<file path="config.mk">
export PLATFORM = sky130hd
export DESIGN_NAME = e3rei_mon
export DESIGN_NICKNAME = d
export VERILOG_FILES = /design/src/rtl/e3rei_pkg.sv /design/src/rtl/e3rei_decode.sv /design/src/rtl/e3rei_counter.sv /design/src/rtl/e3rei_status.sv /design/src/rtl/e3rei_mon.sv
export SDC_FILE = /design/constraint.sdc
export NUM_CORES = 1
export LEC_CHECK = 0
export ABC_CLOCK_PERIOD_IN_PS = 4100
export BUFFER_PORTS_ARGS = -buffer_cell sky130_fd_sc_hd__buf_2
export CAP_MARGIN = 20
export CORE_MARGIN = 8
export CORE_UTILIZATION = 29
export CTS_BUF_LIST = sky130_fd_sc_hd__clkbuf_8 sky130_fd_sc_hd__clkbuf_16
export CTS_CLUSTER_SIZE = 16
export DETAILED_ROUTE_END_ITERATION = 16
export PLACE_DENSITY_LB_ADDON = 0.3
export SYNTH_ARGS = -nofsm -noshare
export SYNTH_HDL_FRONTEND = slang
export SYNTH_SLANG_ARGS = --single-unit
</file>
<file path="constraint.sdc">
create_clock -name clk -period 4.1 [get_ports clk]
set_clock_uncertainty 0.1 [all_clocks]
set_input_delay 0.205 -clock clk [delete_from_list [all_inputs] [get_ports clk]]
set_output_delay 0.205 -clock clk [all_outputs]
set_load 0.02 [all_outputs]
</file>
<file path="src/rtl/e3rei_pkg.sv">
package e3rei_pkg;

    localparam int DATA_W   = 8;
    localparam int CNT_W    = 16;
    localparam int ADDR_W   = 2;
    localparam int REI_BIT  = 6;   // second bit on the line, MSB first
    localparam int STAT_BIT = 4;   // position decoded by software

    typedef enum logic [ADDR_W-1:0] {
        REG_STAT   = 2'd0,
        REG_CNT_HI = 2'd1,
        REG_CNT_LO = 2'd2,
        REG_SPARE  = 2'd3
    } reg_sel_e;

    typedef struct packed {
        logic stat;
        logic cnt_hi;
        logic cnt_lo;
    } rd_strobe_t;

    function automatic logic [CNT_W-1:0] sat_inc(input logic [CNT_W-1:0] v);
        return (&v) ? v : v + 1'b1;
    endfunction

endpackage

</file>
<file path="src/rtl/e3rei_decode.sv">
module e3rei_decode
    import e3rei_pkg::*;
#(
    parameter int BYTE_W = DATA_W,
    parameter int FLAG_POS = REI_BIT
) (
    input  logic              frame_vld,
    input  logic [BYTE_W-1:0] ma_byte,
    input  logic              rd_en,
    input  logic [ADDR_W-1:0] rd_addr,
    output logic              evt,
    output rd_strobe_t        strobe
);
    always_comb begin
        evt           = frame_vld & ma_byte[FLAG_POS];
        strobe.stat   = rd_en && (rd_addr == REG_STAT);
        strobe.cnt_hi = rd_en && (rd_addr == REG_CNT_HI);
        strobe.cnt_lo = rd_en && (rd_addr == REG_CNT_LO);
    end
endmodule

</file>
<file path="src/rtl/e3rei_counter.sv">
module e3rei_counter
    import e3rei_pkg::*;
#(
    parameter int W = CNT_W
) (
    input  logic         clk,
    input  logic         rst,
    input  logic         evt,
    input  logic         take,
    input  logic         drain,
    output logic [W-1:0] live,
    output logic [W-1:0] snap
);
    localparam logic [W-1:0] ONE = W'(1);

    always_ff @(posedge clk) begin
        if (rst) begin
            live <= '0;
        end else if (take) begin
            live <= evt ? ONE : '0;
        end else if (evt) begin
            live <= sat_inc(live);
        end
    end

    always_ff @(posedge clk) begin
        if (rst) begin
            snap <= '0;
        end else if (take) begin
            snap <= live;
        end else if (drain) begin
            snap <= '0;
        end
    end
endmodule

</file>
<file path="src/rtl/e3rei_status.sv">
module e3rei_status (
    input  logic clk,
    input  logic rst,
    input  logic evt,
    input  logic clr,
    input  logic irq_en,
    output logic sticky,
    output logic irq_n
);
    always_ff @(posedge clk) begin
        if (rst) begin
            sticky <= 1'b0;
        end else if (evt) begin
            sticky <= 1'b1;
        end else if (clr) begin
            sticky <= 1'b0;
        end
    end

    always_comb irq_n = ~(sticky & irq_en);
endmodule

</file>
<file path="src/rtl/e3rei_mon.sv">
module e3rei_mon
    import e3rei_pkg::*;
(
    input  logic              clk,
    input  logic              rst,
    input  logic              frame_vld,
    input  logic [DATA_W-1:0] ma_byte,
    input  logic              rd_en,
    input  logic [ADDR_W-1:0] rd_addr,
    output logic [DATA_W-1:0] rd_data,
    input  logic              irq_en,
    output logic              irq_n
);
    localparam int HI_LSB = CNT_W - DATA_W;

    logic             evt;
    rd_strobe_t       strobe;
    logic [CNT_W-1:0] live_cnt;
    logic [CNT_W-1:0] snap_cnt;
    logic             sticky;

    e3rei_decode u_decode (
        .frame_vld (frame_vld),
        .ma_byte   (ma_byte),
        .rd_en     (rd_en),
        .rd_addr   (rd_addr),
        .evt       (evt),
        .strobe    (strobe)
    );

    e3rei_counter #(.W(CNT_W)) u_counter (
        .clk   (clk),
        .rst   (rst),
        .evt   (evt),
        .take  (strobe.cnt_hi),
        .drain (strobe.cnt_lo),
        .live  (live_cnt),
        .snap  (snap_cnt)
    );

    e3rei_status u_status (
        .clk    (clk),
        .rst    (rst),
        .evt    (evt),
        .clr    (strobe.stat),
        .irq_en (irq_en),
        .sticky (sticky),
        .irq_n  (irq_n)
    );

    always_ff @(posedge clk) begin
        if (rst) begin
            rd_data <= '0;
        end else if (rd_en) begin
            unique case (rd_addr)
                REG_STAT:   rd_data <= DATA_W'({sticky}) << STAT_BIT;
                REG_CNT_HI: rd_data <= live_cnt[HI_LSB +: DATA_W];
                REG_CNT_LO: rd_data <= snap_cnt[DATA_W-1:0];
                default:    rd_data <= '0;
            endcase
        end
    end
endmodule

</file>
==> results of run 1 <==
[metrics by stage]
step                 util  hold slack, ns  setup slack, ns  instance area [sq um]
floorplan               -           0.275             2.20                   1630
global placement    0.324           0.369             1.96                   1770
detailed placement  0.324           0.372             1.94                   1770
CTS                 0.339           0.196             1.93                   1860
global route        0.339           0.230             1.77                   1860
finish              0.339           0.188             1.91                   1860
[cell families (layout without fill, tap and decap cells)]
logic type / Yosys count / after routing
AND/OR/NAND/NOR: 88 / 88
adder cells (fa/ha/maj): 1 / 1
AO/OA/AOI/OAI: 53 / 53
flip-flops: 33 / 33
buffers and inverters: 14 / 29
multiplexers: 5 / 5
[synth_stat cells, drive strengths merged (4+ instances only)]
cell / count
nor2b: 10
a21oi: 22
dfxtp: 33
nand3: 6
or3: 7
nand2: 11
o31ai: 9
nor2: 18
nand4: 7
or4: 8
nor3: 9
inv: 4
a221oi: 7
clkbuf: 8
a2bb2oi: 8
o21ai: 4
mux2i: 5
[layout by cell type (no fill, tap or decap), types with 4 or more instances in the layout]
| cell type | n |
|---|---|
| a21oi_1 | 22 |
| a221oi_1 | 7 |
| a2bb2oi_1 | 8 |
| buf_2 | 16 |
| clkbuf_8 | 5 |
| dfxtp_1 | 33 |
| inv_1 | 5 |
| mux2i_1 | 5 |
| nand2_1 | 11 |
| nand3_1 | 6 |
| nand4_1 | 6 |
| nor2_1 | 18 |
| nor2b_1 | 10 |
| nor3_1 | 9 |
| o21ai_0 | 4 |
| o31ai_1 | 9 |
| or3_1 | 5 |
| or4_1 | 7 |
[path summary, 6_finish.rpt]
| kind | start | to | slack [ns] |
|---|---|---|---|
| worst max-delay path | u_counter.live[1] | u_counter.live[0] | 1.91 |
| worst min-delay path | rd_en | rd_data[4] | 0.19 |
| worst max register to register | u_counter.live[1] | u_counter.live[0] | 1.91 |
| worst min register to register | rd_data[3] | rd_data[3] | 0.38 |
[cell type report]
| type | instances | area (sq um) |
|---|---|---|
| Multi-Input combinational cell | 147 | 920 |
| Tap cell | 72 | 90.1 |
| Sequential cell | 33 | 661 |
| Clock inverter | 3 | 13.8 |
| Clock buffer | 5 | 68.8 |
| Fill cell | 594 | 3620 |
| Inverter | 4 | 15.0 |
| Timing Repair Buffer | 17 | 87.6 |
[sequential cells by signal, summed over array words and instances (netlist names)]
signal / count
rd_data: 8
u_counter.live: 16
u_counter.snap: 8
u_status.sticky: 1
[per-layer routing]
layer,vias up,global-route usage
met1,693,0.132
li1,765,-
met3,6,0.0255
met5,-,0
met2,18,0.167
met4,0,0.0546
[where the power goes]
group	total, W	switching (W)	internal [W]
Clock	0.000235	0.000120	0.000115
Sequential	0.000330	0.00000390	0.000326
Combinational	0.0000523	0.0000350	0.0000173
==> metrics.txt, run 1 <==
warnings from Yosys 0; simple-gate share of the synthesized area 0.307; Die Width 91.1 um; Worst Setup Path Type reg2reg; antenna violations before repair 0; Max FO, Critical Path 10; Clock Latency Late Sink 0.29 ns; vias in the first global route 1487; final net count 224; Slew HR 0.621; die height 91.1 um; leakage power 0.662 nW; Sink Count 33; diodes inserted 0; worst-path cell chain ha_1 > nand4_1 > or4_4 > a2111o_1 > o31ai_1; CTS tree yes; DP Cell Count 273; vias 1482; CP required 4.20 ns; # IOs 24; Starting DRT DRC Count 110; maxcap violations 0; status completed; CP startpoint kind register; mean number of vias per cell 5.27; met1 wire length 1.97 mm; pin count of the biggest net entering global routing 26; share of cells above drive strength 1 0.144; Largest delay share family, worst path simple AND/OR/NAND/NOR gates; Num CTS Buffers 5; Synth Area in XOR/XNOR 0; crit path max-delay cell type or4_4; reg2reg path depth 5; flops & latches, synth 33; DR WL met3 114 um; uppermost routed layer met4; HPWL after DPL 2.86 mm; RSZ-0062 raised after global routing false; synthesized netlist cell count 194; Post-synth ARST share 0; RD Place Congestion 0.800; Worst VDD drop 195 uV; Setup crit end kind register; critical path buffer and inverter count 0; slowest cell delay on critical path 0.53 ns; Synth area leaders dfxtp_1 (40%), a21oi_1 (6.7%), a2bb2oi_1 (4.3%); Final Max Tran Viols 0; TritonRoute pass-1 iters 4; DRT antenna net count 0; Synth top area share 0.404; Primary FF master, synth dfxtp_1; Initial Util 0.299; Setup Viol. Count Final 0; Post-synth EDFFs 0; Congestion Overflow GR 0; mux share of post-synthesis cell area 0.0306; Final period util 0.535; Synth Area in Compound Gates 0.217; crit path time final 2.19 ns; die area 8290 sq um; Layout area overhead 13.6%; post-synthesis sequential area ratio 0.404; CTS Buffer Depth 2; Hold Buf Count CTS 0; first-pass GRT wire length 7.30 mm; Avg Cell Area, Syn 8.42 sq um; synthesized cell area 1630 sq um; DRC Markers 0; setup_tns 0 ns; Critical Path Stages 5; met2 WL 1.91 mm; Slew @ Worst Pin 0.567 ns; Total Wirelength 4.08 mm; total power 0.000617 W; Final Non-Filler Cells 281; Final Hold Vio Count 0; Worst Hold Class in2reg; Peak Freq 456 MHz; Port-buffer cells 16; pwr dens 333 nW/um^2; hold path cells 2; num rows 27; Root Driver clkbuf_8; core box area 5470 sq um; clk slew on worst S/H paths 0.07 ns; Arr. time, crit path 2.29 ns; WL/cell 14.5 um; H-tree Lvls 2; Post-CTS Setup Bufs 0; All-Layer GR Usage 0.106; CTS resizes 0; Unique masters post-synth 35; largest family of logic cells by synthesized area simple AND/OR/NAND/NOR gates; largest area contributor in the netlist dfxtp_1; Syn Nets 210; adder-cell share of the synthesized area 0.00766
No activity file was read; power rests on OpenSTA's default activity.
==> inputs of run 2 (changes only) <==
--- a/config.mk
+++ b/config.mk
@@ -5,7 +5,7 @@
 export SDC_FILE = /design/constraint.sdc
 export NUM_CORES = 1
 export LEC_CHECK = 0
-export ABC_CLOCK_PERIOD_IN_PS = 4100
+export ABC_CLOCK_PERIOD_IN_PS = 2000
 export BUFFER_PORTS_ARGS = -buffer_cell sky130_fd_sc_hd__buf_2
 export CAP_MARGIN = 20
 export CORE_MARGIN = 8
==> constraint.sdc (replaced) <==
create_clock -name clk -period 2 [get_ports clk]
set_clock_uncertainty 0.1 [all_clocks]
set_input_delay 0.1 -clock clk [delete_from_list [all_inputs] [get_ports clk]]
set_output_delay 0.1 -clock clk [all_outputs]
set_load 0.02 [all_outputs]
==> run 2 against run 1 <==
Clock-buffer cell count grew 1; final cell count is 2.8% higher; non-clock buffer count rose by 9; via count increased by 2.4%; clock power up 110%; combinational power is 110% higher; global-route usage increased by 0.065 points; sequential power grew 100%; worst setup slack got worse by 1.8 ns; sequential cell count did not move; critical path type unchanged.
==> metrics.txt, run 2 (synthesis results as in run 1) <==
sequential cell fraction of total power 0.526; Design Area, Final 1930 sq um; Post-CTS Setup Bufs 0; hold path cells 2; Final period util 0.945; Worst Min Path Start rd_en; r2r setup slk 0.11 ns; CTS tree yes; HPWL after DPL 3.05 mm; clock power share 0.388; Final Hold Vio Count 0; pin count of the biggest net entering global routing 26; Worst VDD drop 433 uV; Die Width 91.1 um; Layout area overhead 17.9%; CTS Buffer Depth 2; reg2reg path depth 5; M3 GR Usage 0.0247; mean number of vias per cell 5.25; Reg with most FFs u_counter.live; Sink Count 33; Top Usage Layer GRT met2; most frequent cells in the layout dfxtp_1 (33), a21oi_1 (22), nor2_1 (18); met2 Usage GRT 0.177; Max FO, Critical Path 5; Port-buffer cells 16; die area 8290 sq um; Clock Latency Late Sink 0.28 ns; Slew HR 0.611; Final Max Tran Viols 0; status completed; Psw 0.000312 W; TritonRoute pass-1 iters 4; core box area 5470 sq um; CP startpoint kind register; Regs by FF count u_counter.live (16), rd_data (8), u_counter.snap (8); clk slew on worst S/H paths 0.06 ns; Total Wirelength 4.23 mm; Comb pwr share 0.086; Root Driver clkbuf_8; DRT antenna net count 0; Hold Buf Count CTS 0; first-pass GRT wire length 7.35 mm; setup_tns 0 ns; diodes inserted 0; M1 GR Usage 0.130; Initial Util 0.299; Final Util 0.352; maxcap violations 0; total power 0.00129 W; RD Place Congestion 0.787; Worst Setup Path Type reg2reg; CTS resizes 0; final net count 233; final worst slack 0.109 ns; H-tree Lvls 2; switching share of power 0.242; Num CTS Buffers 5; RSZ-0062 raised after global routing false; commonest non-fill, non-tap cell in the layout dfxtp_1; WL/cell 14.6 um; die height 91.1 um; num rows 27; vias in the first global route 1539; Arr. time, crit path 1.99 ns; antenna violations before repair 0; Peak Freq 529 MHz; share of cells above drive strength 1 0.175; All-Layer GR Usage 0.107; pre-CTS WS 0.146 ns; vias 1517; Critical R2R Capture u_counter.live[0]; # IOs 24; DRC Markers 0; pwr dens 667 nW/um^2; Setup crit end kind register; Cell Area, Placed 1840 sq um; Worst Hold Class in2reg; crit path time final 1.89 ns; Setup Viol. Count Final 0; CP required 2.10 ns; hold worst-path end rd_data[4]; Starting DRT DRC Count 128; leakage power 0.706 nW; Largest register FFs 16; Slew @ Worst Pin 0.582 ns; Congestion Overflow GR 0; Cell Int Power 0.000974 W; RR Startpoint u_counter.live[1]
==> run 2: power by group through the flow <==
stage	registers (W)	clock network, W	logic, W
floorplan	0.000700	0	0.0000652
global placement	0.000690	0	0.000110
detailed placement	0.000690	0	0.000112
CTS	0.000676	0.000515	0.000112
global route	0.000677	0.000538	0.000125
finish	0.000676	0.000499	0.000111
==> run 2: area by class of cell <==
type                            count  area [sq um]
Fill cell                         593          3550
Multi-Input combinational cell    147           920
Sequential cell                    33           661
Timing Repair Buffer               26           155
Tap cell                           72          90.1
Clock buffer                        6          82.6
Inverter                            4          15.0
Clock inverter                      1          3.75
==> run 2: worst max-delay path by stage <==
stage                     depth (start not counted)  slack [ns]         startpoint                end
final                                             5        0.11  u_counter.live[1]  u_counter.live[0]
after global routing                              6        0.02  u_counter.live[1]  u_counter.live[9]
after CTS                                         5        0.12  u_counter.live[1]  u_counter.live[0]
after detailed placement                          5        0.15  u_counter.live[1]  u_counter.live[0]
after global placement                            5        0.16  u_counter.live[1]  u_counter.live[0]
after floorplan                                   5         0.1  u_counter.live[0]  u_counter.live[0]
==> run 2: worst max-delay path, stage by stage (launching register included) <==
cell and delay, ns:
dfxtp_1 0.40, ha_1 0.24, nand4_1 0.13, or4_4 0.45, a2111o_1 0.42, o31ai_1 0.06
==> run 2: stage by stage <==
| step | hold WS (ns) | cells |
|---|---|---|
| floorplan | 0.170 | 194 |
| global placement | 0.361 | 282 |
| detailed placement | 0.360 | 282 |
| CTS | 0.0929 | 289 |
| global route | 0.116 | 289 |
| finish | 0.0833 | 289 |
==> run 2: routing by layer <==
layer	part of all wire	wire (um)	vias to the layer above
li1	-	-	786
met1	0.48	2020	703
met2	0.47	1990	22
met3	0.034	142	6
met4	0.016	68	0
met5	0	0	-
==> inputs of run 3 (changes only) <==
--- a/config.mk
+++ b/config.mk
@@ -8,6 +8,7 @@
 export ABC_CLOCK_PERIOD_IN_PS = 2000
 export BUFFER_PORTS_ARGS = -buffer_cell sky130_fd_sc_hd__buf_2
 export CAP_MARGIN = 20
+export CORE_ASPECT_RATIO = 0.7
 export CORE_MARGIN = 8
 export CORE_UTILIZATION = 29
 export CTS_BUF_LIST = sky130_fd_sc_hd__clkbuf_8 sky130_fd_sc_hd__clkbuf_16
==> constraint.sdc (replaced) <==
create_clock -name clk -period 2 [get_ports clk]
set_clock_uncertainty 0.1 [all_clocks]
set_input_delay 0.2 -clock clk [delete_from_list [all_inputs] [get_ports clk]]
set_output_delay 0.2 -clock clk [all_outputs]
set_load 0.02 [all_outputs]
==> run 3 against run 2 <==
Sequential cell count unchanged; via count grew 0.92%; first-iteration DRC count fell by 48%; worst setup slack better by 0.014 ns; critical endpoint unchanged; largest cell class unchanged; utilization fell by 0.60 points; critical path type unchanged; worst hold slack improved by 0.11 ns.
==> metrics.txt, run 3 (synthesis results as in run 1) <==
num rows 23; WL/cell 14.8 um; Post-CTS Setup Bufs 0; maxcap violations 0; first-pass GRT wire length 7.29 mm; Setup crit end kind register; core box area 5580 sq um; Max FO, Critical Path 5; Hold Buf Count CTS 0; WHS 0.190 ns; pwr dens 650 nW/um^2; die height 78.8 um; DRC Markers 0; setup_tns 0 ns; Clock Latency Late Sink 0.29 ns; mean number of vias per cell 5.21; Worst VDD drop 365 uV; RR Startpoint u_counter.live[1]; TritonRoute pass-1 iters 4; Port-buffer cells 16; Reg with most FFs u_counter.live; CTS resizes 0; uppermost routed layer met4; Final period util 0.938; Worst Setup Path Type reg2reg; Slew @ Worst Pin 0.551 ns; Critical R2R Capture u_counter.live[0]; Root Driver clkbuf_8; status completed; crit path time final 1.88 ns; CTS tree yes; commonest non-fill, non-tap cell in the layout dfxtp_1; diodes inserted 0; pin count of the biggest net entering global routing 26; All-Layer GR Usage 0.108; Setup Viol. Count Final 0; Sink Count 33; die area 8330 sq um; vias in the first global route 1426; Num CTS Buffers 5; reg2reg path depth 5; share of cells above drive strength 1 0.174; CP endpoint u_counter.live[0]; Die Width 106 um; most frequent cells in the layout dfxtp_1 (33), a21oi_1 (22), nor2_1 (18); r2r setup slk 0.12 ns; CP startpoint kind register; CP startpoint u_counter.live[1]; CTS Buffer Depth 2; Regs by FF count u_counter.live (16), rd_data (8), u_counter.snap (8); RSZ-0062 raised after global routing false; met2 WL 1.75 mm; Layout area overhead 18.2%; antenna violations before repair 0; # IOs 24; RD Place Congestion 0.787; Slew HR 0.632; met1 wire length 2.36 mm; Final Hold Vio Count 0; Worst Hold Class in2reg; leakage power 0.715 nW; vias 1531; H-tree Lvls 2; Congestion Overflow GR 0; HPWL after DPL 3.19 mm; clk slew on worst S/H paths 0.06 ns; Starting DRT DRC Count 66; Total Wirelength 4.36 mm; DRT antenna net count 0; Arr. time, crit path 1.97 ns; Final Max Tran Viols 0; Largest register FFs 16; DR WL met3 218 um; final net count 234; Peak Freq 533 MHz; CP required 2.09 ns; Initial Util 0.293
run 3: changes by cell type in the layout (fill, tap and decap cells not counted), sizes merged:
cell,delta
clkbuf,-1
inv,+2
buf,+1
run 3: where the power goes:
part	switching [W]	total, W	leakage [nW]	internal (W)
Combinational	0.0000733	0.000111	0.395	0.0000372
Clock	0.000238	0.000469	0.0519	0.000232
Sequential	0.00000710	0.000676	0.268	0.000669
Total	0.000318	0.00126	0.715	0.000938
run 3: worst max-delay path, cell delays in order (launching register included):
cell	delay, ns
dfxtp_1	0.39
ha_1	0.22
nand4_1	0.13
or4_4	0.45
a2111o_1	0.42
o31ai_1	0.07
run 3: cell type report:
cell class	count	area, sq um
tap	75	93.8
sequential	33	661
clock inverter	3	11.3
multi-input combinational	147	920
fill	602	3650
inverter	4	15.0
clock buffer	5	68.8
timing repair buffer	27	163
run 3: how the worst min path moves through the flow:
stage / start / endpoint / slack [ns] / cells after the start
5_1_grt: rd_en / rd_data[4] / 0.21 / 2
2_1_floorplan: rst / u_counter.live[2] / 0.27 / 2
4_1_cts: rd_en / rd_data[4] / 0.18 / 2
3_3_place_gp: rd_data[3] / rd_data[3] / 0.37 / 2
6_report: rd_en / rd_data[4] / 0.19 / 2
3_5_place_dp: rd_data[2] / rd_data[2] / 0.37 / 2
run 3: metal layers:
metal / up-vias / global-route usage
li1: 782 / -
met1: 720 / 0.153
met2: 24 / 0.153
met3: 5 / 0.0364
met4: 0 / 0.0210
met5: - / 0
run 3: stage by stage:
step	util	setup WS, ns	total power (W)	instance area (sq um)	std cells
4_1_cts	0.346	0.125	0.00127	1930	294
5_1_grt	0.346	0.00556	0.00131	1930	294
6_report	0.346	0.123	0.00126	1930	294
3_3_place_gp	0.332	0.166	0.000800	1850	286
3_5_place_dp	0.332	0.162	0.000802	1850	286
2_1_floorplan	-	0.0953	0.000765	1630	194
